[config.mk]
export PLATFORM = sky130hd
export DESIGN_NAME = spi_rsp_ctrl
export DESIGN_NICKNAME = d
export VERILOG_FILES = /design/src/rtl/spi_rsp_pkg.sv /design/src/rtl/spi_rsp_ctrl.sv
export SDC_FILE = /design/constraint.sdc
export NUM_CORES = 1
export LEC_CHECK = 0
export CAP_MARGIN = 20
export CORE_MARGIN = 8
export CORE_UTILIZATION = 40
export DETAILED_ROUTE_END_ITERATION = 16
export DONT_BUFFER_PORTS = 1
export HOLD_SLACK_MARGIN = 0.06
export PLACE_DENSITY_LB_ADDON = 0.08
export SLEW_MARGIN = 20
export SYNTH_ARGS = -nofsm -noshare
export SYNTH_HDL_FRONTEND = slang
export SYNTH_SLANG_ARGS = --single-unit
[constraint.sdc]
create_clock -name clk -period 1.9 [get_ports clk]
set_input_delay 0.19 -clock clk [delete_from_list [all_inputs] [get_ports clk]]
set_output_delay 0.19 -clock clk [all_outputs]
set_load 0.02 [all_outputs]
[src/rtl/spi_rsp_pkg.sv]
package spi_rsp_pkg;

    localparam int WORD_BYTES = 4;
    localparam int CRC_BYTES  = 2;

    localparam logic [7:0] OP_DMA_RD     = 8'hC2;
    localparam logic [7:0] OP_REG_RD     = 8'hC4;
    localparam logic [7:0] OP_END        = 8'hC5;
    localparam logic [7:0] OP_AGAIN      = 8'hC6;
    localparam logic [7:0] OP_DMA_XRD    = 8'hC8;
    localparam logic [7:0] OP_WORD_RD    = 8'hCA;
    localparam logic [7:0] OP_RESTART    = 8'hCF;

    typedef enum logic [1:0] {
        RES_NONE  = 2'd0,
        RES_OK    = 2'd1,
        RES_FAIL  = 2'd2,
        RES_RESYNC = 2'd3
    } rsp_res_e;

    typedef enum logic [1:0] {
        CL_PLAIN,
        CL_SKIP,
        CL_WORD,
        CL_DMA
    } op_class_e;

    typedef enum logic [2:0] {
        ST_IDLE,
        ST_SKIP,
        ST_ECHO,
        ST_STAT,
        ST_HUNT,
        ST_WORD,
        ST_DMA,
        ST_CHK
    } rsp_state_e;

    function automatic op_class_e op_class(input logic [7:0] op);
        case (op)
            OP_END, OP_AGAIN, OP_RESTART: return CL_SKIP;
            OP_REG_RD, OP_WORD_RD:        return CL_WORD;
            OP_DMA_RD, OP_DMA_XRD:        return CL_DMA;
            default:                      return CL_PLAIN;
        endcase
    endfunction

    function automatic logic is_hdr(input logic [7:0] b);
        return b[7:4] == 4'hF;
    endfunction

endpackage

[src/rtl/spi_rsp_ctrl.sv]
module spi_rsp_ctrl
    import spi_rsp_pkg::*;
#(
    parameter int FIRST_HUNT = 16,
    parameter int NEXT_HUNT  = 11
) (
    input  logic       clk,
    input  logic       rst,
    input  logic       start_i,
    input  logic [7:0] op_i,
    input  logic       crc_en_i,
    input  logic       rx_valid_i,
    input  logic [7:0] rx_byte_i,
    input  logic       blk_end_i,
    input  logic       xfer_end_i,
    output logic       busy_o,
    output logic       word_shift_o,
    output logic       pay_fire_o,
    output logic       size_load_o,
    output logic       blk_clear_o,
    output logic       done_o,
    output rsp_res_e   res_o,
    output logic       word_done_o
);

    localparam int HUNT_MAX = (FIRST_HUNT > NEXT_HUNT) ? FIRST_HUNT : NEXT_HUNT;
    localparam int HUNT_W   = $clog2(HUNT_MAX) + 1;
    localparam int IDX_W    = $clog2(WORD_BYTES);

    rsp_state_e         st_q;
    op_class_e          cls_q;
    logic [7:0]         op_q;
    logic               crc_q;
    logic               first_q;
    logic               fin_q;
    logic [HUNT_W-1:0]  hunt_q;
    logic [IDX_W-1:0]   idx_q;
    logic               done_q;
    rsp_res_e           res_q;
    logic               word_done_q;

    // Per-byte strobes towards the datapath neighbours
    always_comb begin
        busy_o       = (st_q != ST_IDLE);
        size_load_o  = (st_q == ST_IDLE) && start_i;
        word_shift_o = (st_q == ST_WORD) && rx_valid_i;
        pay_fire_o   = (st_q == ST_DMA) && rx_valid_i;
        blk_clear_o  = (st_q == ST_HUNT) && rx_valid_i && is_hdr(rx_byte_i);
    end

    always_ff @(posedge clk) begin
        if (rst) begin
            st_q        <= ST_IDLE;
            cls_q       <= CL_PLAIN;
            op_q        <= 8'h00;
            crc_q       <= 1'b0;
            first_q     <= 1'b0;
            fin_q       <= 1'b0;
            hunt_q      <= '0;
            idx_q       <= '0;
            done_q      <= 1'b0;
            res_q       <= RES_NONE;
            word_done_q <= 1'b0;
        end else begin
            done_q      <= 1'b0;
            res_q       <= RES_NONE;
            word_done_q <= 1'b0;
            case (st_q)
                ST_IDLE: begin
                    if (start_i) begin
                        op_q    <= op_i;
                        cls_q   <= op_class(op_i);
                        crc_q   <= crc_en_i;
                        first_q <= 1'b1;
                        fin_q   <= 1'b0;
                        idx_q   <= '0;
                        st_q    <= (op_class(op_i) == CL_SKIP) ? ST_SKIP : ST_ECHO;
                    end
                end
                ST_SKIP: begin
                    if (rx_valid_i) st_q <= ST_ECHO;
                end
                ST_ECHO: begin
                    if (rx_valid_i) begin
                        if (rx_byte_i != op_q) begin
                            done_q <= 1'b1;
                            res_q  <= RES_FAIL;
                            st_q   <= ST_IDLE;
                        end else begin
                            st_q <= ST_STAT;
                        end
                    end
                end
                ST_STAT: begin
                    if (rx_valid_i) begin
                        if (rx_byte_i != 8'h00) begin
                            done_q <= 1'b1;
                            res_q  <= RES_FAIL;
                            st_q   <= ST_IDLE;
                        end else if (cls_q == CL_WORD || cls_q == CL_DMA) begin
                            st_q   <= ST_HUNT;
                            hunt_q <= HUNT_W'(FIRST_HUNT - 1);
                        end else begin
                            done_q <= 1'b1;
                            res_q  <= RES_OK;
                            st_q   <= ST_IDLE;
                        end
                    end
                end
                ST_HUNT: begin
                    if (rx_valid_i) begin
                        if (is_hdr(rx_byte_i)) begin
                            st_q  <= (cls_q == CL_WORD) ? ST_WORD : ST_DMA;
                            idx_q <= '0;
                        end else if (hunt_q == '0) begin
                            done_q <= 1'b1;
                            res_q  <= first_q ? RES_RESYNC : RES_FAIL;
                            st_q   <= ST_IDLE;
                        end else begin
                            hunt_q <= hunt_q - HUNT_W'(1);
                        end
                    end
                end
                ST_WORD: begin
                    if (rx_valid_i) begin
                        idx_q <= idx_q + IDX_W'(1);
                        if (idx_q == IDX_W'(WORD_BYTES - 1)) begin
                            fin_q <= 1'b1;
                            idx_q <= '0;
                            if (crc_q) begin
                                st_q <= ST_CHK;
                            end else begin
                                done_q      <= 1'b1;
                                res_q       <= RES_OK;
                                word_done_q <= 1'b1;
                                st_q        <= ST_IDLE;
                            end
                        end
                    end
                end
                ST_DMA: begin
                    if (rx_valid_i) begin
                        if (xfer_end_i) begin
                            fin_q <= 1'b1;
                            if (crc_q) begin
                                st_q  <= ST_CHK;
                                idx_q <= '0;
                            end else begin
                                done_q <= 1'b1;
                                res_q  <= RES_OK;
                                st_q   <= ST_IDLE;
                            end
                        end else if (blk_end_i) begin
                            if (crc_q) begin
                                st_q  <= ST_CHK;
                                idx_q <= '0;
                            end else begin
                                st_q    <= ST_HUNT;
                                hunt_q  <= HUNT_W'(NEXT_HUNT - 1);
                                first_q <= 1'b0;
                            end
                        end
                    end
                end
                ST_CHK: begin
                    if (rx_valid_i) begin
                        idx_q <= idx_q + IDX_W'(1);
                        if (idx_q == IDX_W'(CRC_BYTES - 1)) begin
                            if (fin_q) begin
                                done_q      <= 1'b1;
                                res_q       <= RES_OK;
                                word_done_q <= (cls_q == CL_WORD);
                                st_q        <= ST_IDLE;
                            end else begin
                                st_q    <= ST_HUNT;
                                hunt_q  <= HUNT_W'(NEXT_HUNT - 1);
                                first_q <= 1'b0;
                            end
                        end
                    end
                end
                default: st_q <= ST_IDLE;
            endcase
        end
    end

    assign done_o      = done_q;
    assign res_o       = res_q;
    assign word_done_o = word_done_q;

endmodule

==> metrics.txt, run 1 <==
I/O Pins=32; Post-synth ARST share=0%; hold depth=1; clock skew=8.33 ps; area delta synth->final=15.2%; synth cell count leaders=nand2_1 (31), dfxtp_1 (27), nor2_1 (26); Yosys cell types=54; worst slew pin tran=478 ps; fin nets=267; post-synthesis sequential area ratio=29.4%; Sink Count=27; WL/cell=17.1 µm; total grt overflow=0; number of iterations in the first detailed-routing pass=4; failing checks=hold timing; Slew HR=between 60% and 70%; Max Cap Violations=0; dpl hpwl=3840 µm; placed insts=283; die area=~7000 µm²; CP required=approximately 2100 ps; initial antenna violation count=0; share of cells above drive strength 1=20.9%; largest net degree at the start of global routing=26; met2 wire len=2320 µm; via/cell ratio=5.85; gr usage total=13.5%; Post-DP Area=1970 µm²; setup slack, reg-to-reg=between 60 and 70 ps; Reg-to-Reg End=st_q[0]$_SDFFE_PP0P_; crit path max-delay cell type=or4b_4; Ys Warns=0; Sw Ratio=approximately a third; leading area contributor after synthesis=dfxtp_1; Final Cell Area=2120 µm²; CP arrival=2010 ps; final worst-path cycle share=96.7%; Max FO, Critical Path=5; area of the multi-input gates=1240 µm²; clock tree buffer depth=2; Starting Density=between 40% and 50%; Hold Path Class=input pin to register; vias in the first global route=1,698; via count=1,703; antenna-violating nets left=0; fill count=425; maximum VDD drop=between 0.0003 and 0.0004 V; Worst Hold End=st_q[1]$_SDFFE_PP0P_; Synth Register Bits=27; Yosys top cell area share=29.4%; worst r2r path cells=7; Logic pwr share=around a third; mapped cell area=1840 µm²; Mapped Nets=253; max-slew violation count=0; crit path time final=1840 ps; RD Place Congestion=0.892; Vert. Die Dim=between 80 and 90 µm; most instantiated library cell after synthesis=nand2_1; Detailed Route WL=4970 µm; I/O Buffers=0; top routing layer in use=met4; CP endpoint kind=register; Core ar.=4380 µm²; sequential standard cell area=548 µm²; Setup CP Type=register to register; top area cells in the synthesized netlist=dfxtp_1 (29%), nand2_1 (6.3%), a21oi_1 (5.4%); Die X=between 80 and 90 µm; Gate Count Post-Synth=226; endpoints failing setup=0; total chip power=1.49 mW; total CTS buffers=3; CTS H-tree depth=1; clock root cell=clkbuf_8; Switch Pwr=around 500 µW; Fin. Hold Viols=24; initial drt markers=181; worst hold margin=-50.2 ps; number of synthesized flops with an enable pin=0; metal3 WL=463 µm; first-pass GRT wire length=~8000 µm; clock latency on the worst-skew pair=280 ps; fmax=544 MHz; hold path start=rst; status=complete, but fails checks; RSZ-0062 raised after global routing=yes; Sequential Power Share=43.7%; TritonCTS clock tree=yes; worst-path cell chain=inv_1 -> ha_1 -> or4b_4 -> nand3_4 -> o2111ai_4 -> a311oi_2 -> a221oi_2; leakage power=0.782 nW; Metal-1 WL=2120 µm; Startpoint Class=register; RR Startpoint=hunt_q[1]$_SDFFE_PP0P_; PD cells=slightly above 700 nW/µm²; Internal Power=979 µW; Worst path max stage delay=520 ps; Post-Layout Cell Count=291; Fin Setup TNS=0 ps; drt drc=0; Antenna Cells=0; syn avg cell area=8.14 µm²; Rows=24; Worst-path clk slew=100 ps; ys flop type=dfxtp_1; Clock power frac=23.3%
[layout make-up]
| type | instances | area share, % |
|---|---|---|
| repair buffers | 23 | 8.74 |
| inverters | 9 | 1.59 |
| clock buffers | 3 | 1.95 |
| multi-input cells | 176 | 58.4 |
| flip-flops and latches | 27 | 25.9 |
| clock inverters | 1 | 0.354 |
| well taps | 52 | 3.07 |
[cells by family after synthesis]
family | share of synthesized area [%]
AND/OR/NAND/NOR | 29.0
AO/OA/AOI/OAI | 24.3
flip-flops | 29.4
buffers and inverters | 6.66
XOR/XNOR | 5.23
adder cells (fa/ha/maj) | 3.26
multiplexers | 2.18
[layer usage]
| layer | up-vias | GRT usage (%) |
|---|---|---|
| met4 | 0 | 5.02 |
| met3 | 8 | 4.00 |
| met1 | 786 | 16.6 |
| met2 | 69 | 21.3 |
| li1 | 840 | - |
| met5 | - | 0 |
[metrics by stage]
step,util (%),setup slack (ps)
global placement,45.0,87.2
global route,48.3,-39.0
finish,48.3,61.9
detailed placement,45.0,7.34
CTS,46.2,19.6
floorplan,-,135
[power by group through the flow]
stage | clock [mW] | sequential, mW | combinational [mW]
after global routing | 0.381 | 0.659 | 0.539
after floorplan | 0 | 0.637 | 0.363
final | 0.348 | 0.652 | 0.494
after detailed placement | 0 | 0.662 | 0.443
after global placement | 0 | 0.661 | 0.435
after CTS | 0.359 | 0.649 | 0.445
[cell usage in the layout, fill, tap and decap left out, types with 5 or more instances in the layout]
cell type / instances
a21oi_1: 20
buf_4: 22
dfxtp_1: 21
dfxtp_2: 6
inv_1: 9
nand2_1: 30
nand3_1: 5
nor2_1: 26
nor2b_1: 9
nor3_1: 6
xor2_1: 8
[state kept, by name, indices dropped and copies added (netlist names)]
register and flops:
cls_q 2, word_done_o 1, st_q 3, idx_q 2, first_q 1, hunt_q 5
done_o 1, op_q 8, fin_q 1, crc_q 1, res_o 2
[worst max path at each step]
stage	startpoint	to	slack [ps]	cells after the start
after global placement	hunt_q[1]$_SDFFE_PP0P_	st_q[0]$_SDFFE_PP0P_	90	7
after CTS	st_q[2]$_SDFFE_PP0P_	size_load_o	20	5
after global routing	st_q[0]$_SDFFE_PP0P_	hunt_q[3]$_SDFFE_PP0P_	-40	6
after floorplan	hunt_q[0]$_SDFFE_PP0P_	st_q[0]$_SDFFE_PP0P_	130	7
final	hunt_q[1]$_SDFFE_PP0P_	st_q[0]$_SDFFE_PP0P_	60	7
after detailed placement	hunt_q[1]$_SDFFE_PP0P_	st_q[0]$_SDFFE_PP0P_	7	7
[critical path: cells and delay by family, from the launching register on]
| family | cells | cell delay [ps] |
|---|---|---|
| buffers and inverters | 1 | 70 |
| flip-flops | 1 | 350 |
| AND/OR/NAND/NOR | 2 | 620 |
| AO/OA/AOI/OAI | 3 | 550 |
| adder cells (fa/ha/maj) | 1 | 130 |
[what timing repair did]
item | in CTS | in global routing
resized for setup | 1 | 14
buffers inserted | 0 | 4
pin swaps | 2 | 5
endpoints found under the setup margin | 3 | 11
gates cloned | 0 | 0
endpoints found under the hold margin | 24 | 24
No activity file was read; power rests on OpenSTA's default activity.
==> run 2, diff against run 1 <==
--- a/config.mk
+++ b/config.mk
@@ -7,7 +7,7 @@
 export LEC_CHECK = 0
 export CAP_MARGIN = 20
 export CORE_MARGIN = 8
-export CORE_UTILIZATION = 40
+export CORE_UTILIZATION = 60
 export DETAILED_ROUTE_END_ITERATION = 16
 export DONT_BUFFER_PORTS = 1
 export HOLD_SLACK_MARGIN = 0.06
==> run 2 against run 1 <==
The run still ends with hold timing left. Global-route usage increased by 4.8 points. Sequential power is essentially flat. Non-clock buffer count rose by 1. Wire length decreased by 2.6%. Sequential share of layout area grew 0.88 points.
==> metrics.txt, run 2 (synthesis gave the netlist of run 1 again) <==
PD cells=654 nW/µm² (-7.2%); WL/cell=17.7 µm (+3.8%); crit path time final=1880 ps (+45.7 ps); via/cell ratio=6.18 (+5.7%); worst slew pin tran=444 ps (-33.9 ps); total grt overflow=0 (unchanged); cts hold-fix bufs=1; clock latency on the worst-skew pair=310 ps (+30 ps); Setup CP Type=register to register; Worst-path clk slew=140 ps (+40 ps); commonest non-fill, non-tap cell in the layout=nand2_1; area delta synth->final=12.4%; most used cells in the layout excluding fill and tap cells=nand2_1 (31), nor2_1 (26), buf_4 (22); RD Place Congestion=0.948 (+6.3%); gr usage total=18.3% (+4.8 points); Metal-1 WL=2030 µm (-4.4%); drt drc=0 (unchanged); I/O Buffers=0 (unchanged); CP endpoint kind=register; total CTS buffers=3 (unchanged); TritonCTS clock tree=yes; fill count=269 (-37%); fmax=531 MHz (-2.4%); max-slew violation count=0 (unchanged); clock tree buffer depth=2 (unchanged); vias in the first global route=1,665 (-1.9%); Post-Layout Cell Count=273 (-6.2%); Rows=20 (-17%); Die X=71.4 µm (-15%); initial antenna violation count=0 (unchanged); failing checks=hold timing; CP arrival=2090 ps (+80 ps); number of iterations in the first detailed-routing pass=4 (unchanged); Sink Count=27 (unchanged); dpl hpwl=3740 µm (-2.5%); maximum VDD drop=0.000502 V (+64%); worst hold margin=-83.2 ps (-33.0 ps); final worst-path cycle share=99.1% (+2.4 points); Detailed Route WL=4840 µm (-2.6%); CTS H-tree depth=1 (unchanged); share of cells above drive strength 1=21.3% (+0.33 points); CP required=2100 ps (+30 ps); Antenna Cells=0 (unchanged); largest net degree at the start of global routing=26 (unchanged); Max FO, Critical Path=5 (unchanged); pre-CTS setup slack=-19.2 ps (-26.5 ps); leakage power=0.775 nW (-0.93%); final worst-path setup slack=16.2 ps (-45.7 ps); die area=5100 µm² (-27%); metal3 WL=333 µm (-28%); clock root cell=clkbuf_4; Biggest register=op_q; Slew HR=70.4% (+2.5 points); Starting Density=61.8% (+20 points); Largest register FFs=8 (unchanged); clock skew=6.51 ps (-1.82 ps); total chip power=1.35 mW (-9.4%); antenna-violating nets left=0 (unchanged); status=complete, but fails checks; Startpoint Class=register; Fin. Hold Viols=24 (unchanged); Hold Path Class=input pin to register; Core ar.=2980 µm² (-32%); I/O Pins=32 (unchanged); placed insts=264 (-6.7%); Max Cap Violations=0 (unchanged); Regs by FF count=op_q (8), hunt_q (5), st_q (3); Vert. Die Dim=71.4 µm (-15%); fin nets=268 (+0.37%); met2 wire len=2390 µm (+3.0%); first-pass GRT wire length=7730 µm (-3.9%); endpoints failing setup=0 (unchanged); top routing layer in use=met4; via count=1,688 (-0.88%); initial drt markers=93 (-49%); Fin Setup TNS=0 ps (unchanged)
==> run 2: cell count changes in the layout (fill, tap and decap cells not counted), moves of 2 or more <==
cell / delta
inv_1: -2
dfxtp_4: +2
inv_2: +2
clkbuf_4: +3
dfxtp_2: -2
clkbuf_8: -3
ha_1: -2
==> run 2: final cells by class <==
cell class / instances / area, µm² / share of cell area (%)
timing repair buffer: 24 / 180 / 8.71
sequential: 27 / 553 / 26.7
multi-input combinational: 176 / 1230 / 59.6
inverter: 9 / 33.8 / 1.63
tap: 33 / 41.3 / 2.00
clock buffer: 4 / 26.3 / 1.27
==> run 2: worst max-delay path: stages (launching register included) <==
cell and delay, ps:
dfxtp_2 360, inv_2 80, ha_4 120, or4b_4 500, nand3_2 120, o2111ai_4 170
a311oi_1 300, a221oi_1 110
==> run 2: final timing paths <==
path,startpoint,end,slack [ps],depth (start not counted)
worst max register to register,hunt_q[1]$_SDFFE_PP0P_,st_q[0]$_SDFFE_PP0P_,20,7
worst max-delay path,hunt_q[1]$_SDFFE_PP0P_,st_q[0]$_SDFFE_PP0P_,20,7
worst min-delay path,rst,st_q[1]$_SDFFE_PP0P_,-80,1
worst min register to register,op_q[5]$_SDFFE_PP0P_,op_q[5]$_SDFFE_PP0P_,470,2
==> run 2: report_power, final <==
group          switching [mW]  internal, mW  total (mW)
Combinational           0.261         0.198       0.459
Clock                   0.160        0.0819       0.242
Sequential             0.0459         0.606       0.652
==> run 2: timing repair <==
| item | 4_1_cts | 5_1_grt |
|---|---|---|
| setup endpoints to repair | 3 | 8 |
| gates cloned | 0 | 0 |
| setup buffers | 0 | 4 |
| endpoints found under the hold margin | 26 | 24 |
| pin swaps | 2 | 7 |
| resized for setup | 5 | 14 |
==> run 2: per-layer routing <==
metal / global-route usage, % / vias up
li1: - / 839
met1: 21.4 / 795
met2: 31.3 / 46
met3: 5.16 / 8
met4: 5.31 / 0
met5: 0 / -
==> run 2: metrics by stage <==
stage / area [µm²] / util [%] / hold WS (ps)
2_1_floorplan: 1840 / - / 326
4_1_cts: 1980 / 66.6 / -88.4
5_1_grt: 2070 / 69.5 / -103
3_5_place_dp: 1940 / 65.0 / 261
6_report: 2070 / 69.5 / -83.2
3_3_place_gp: 1940 / 65.0 / 256
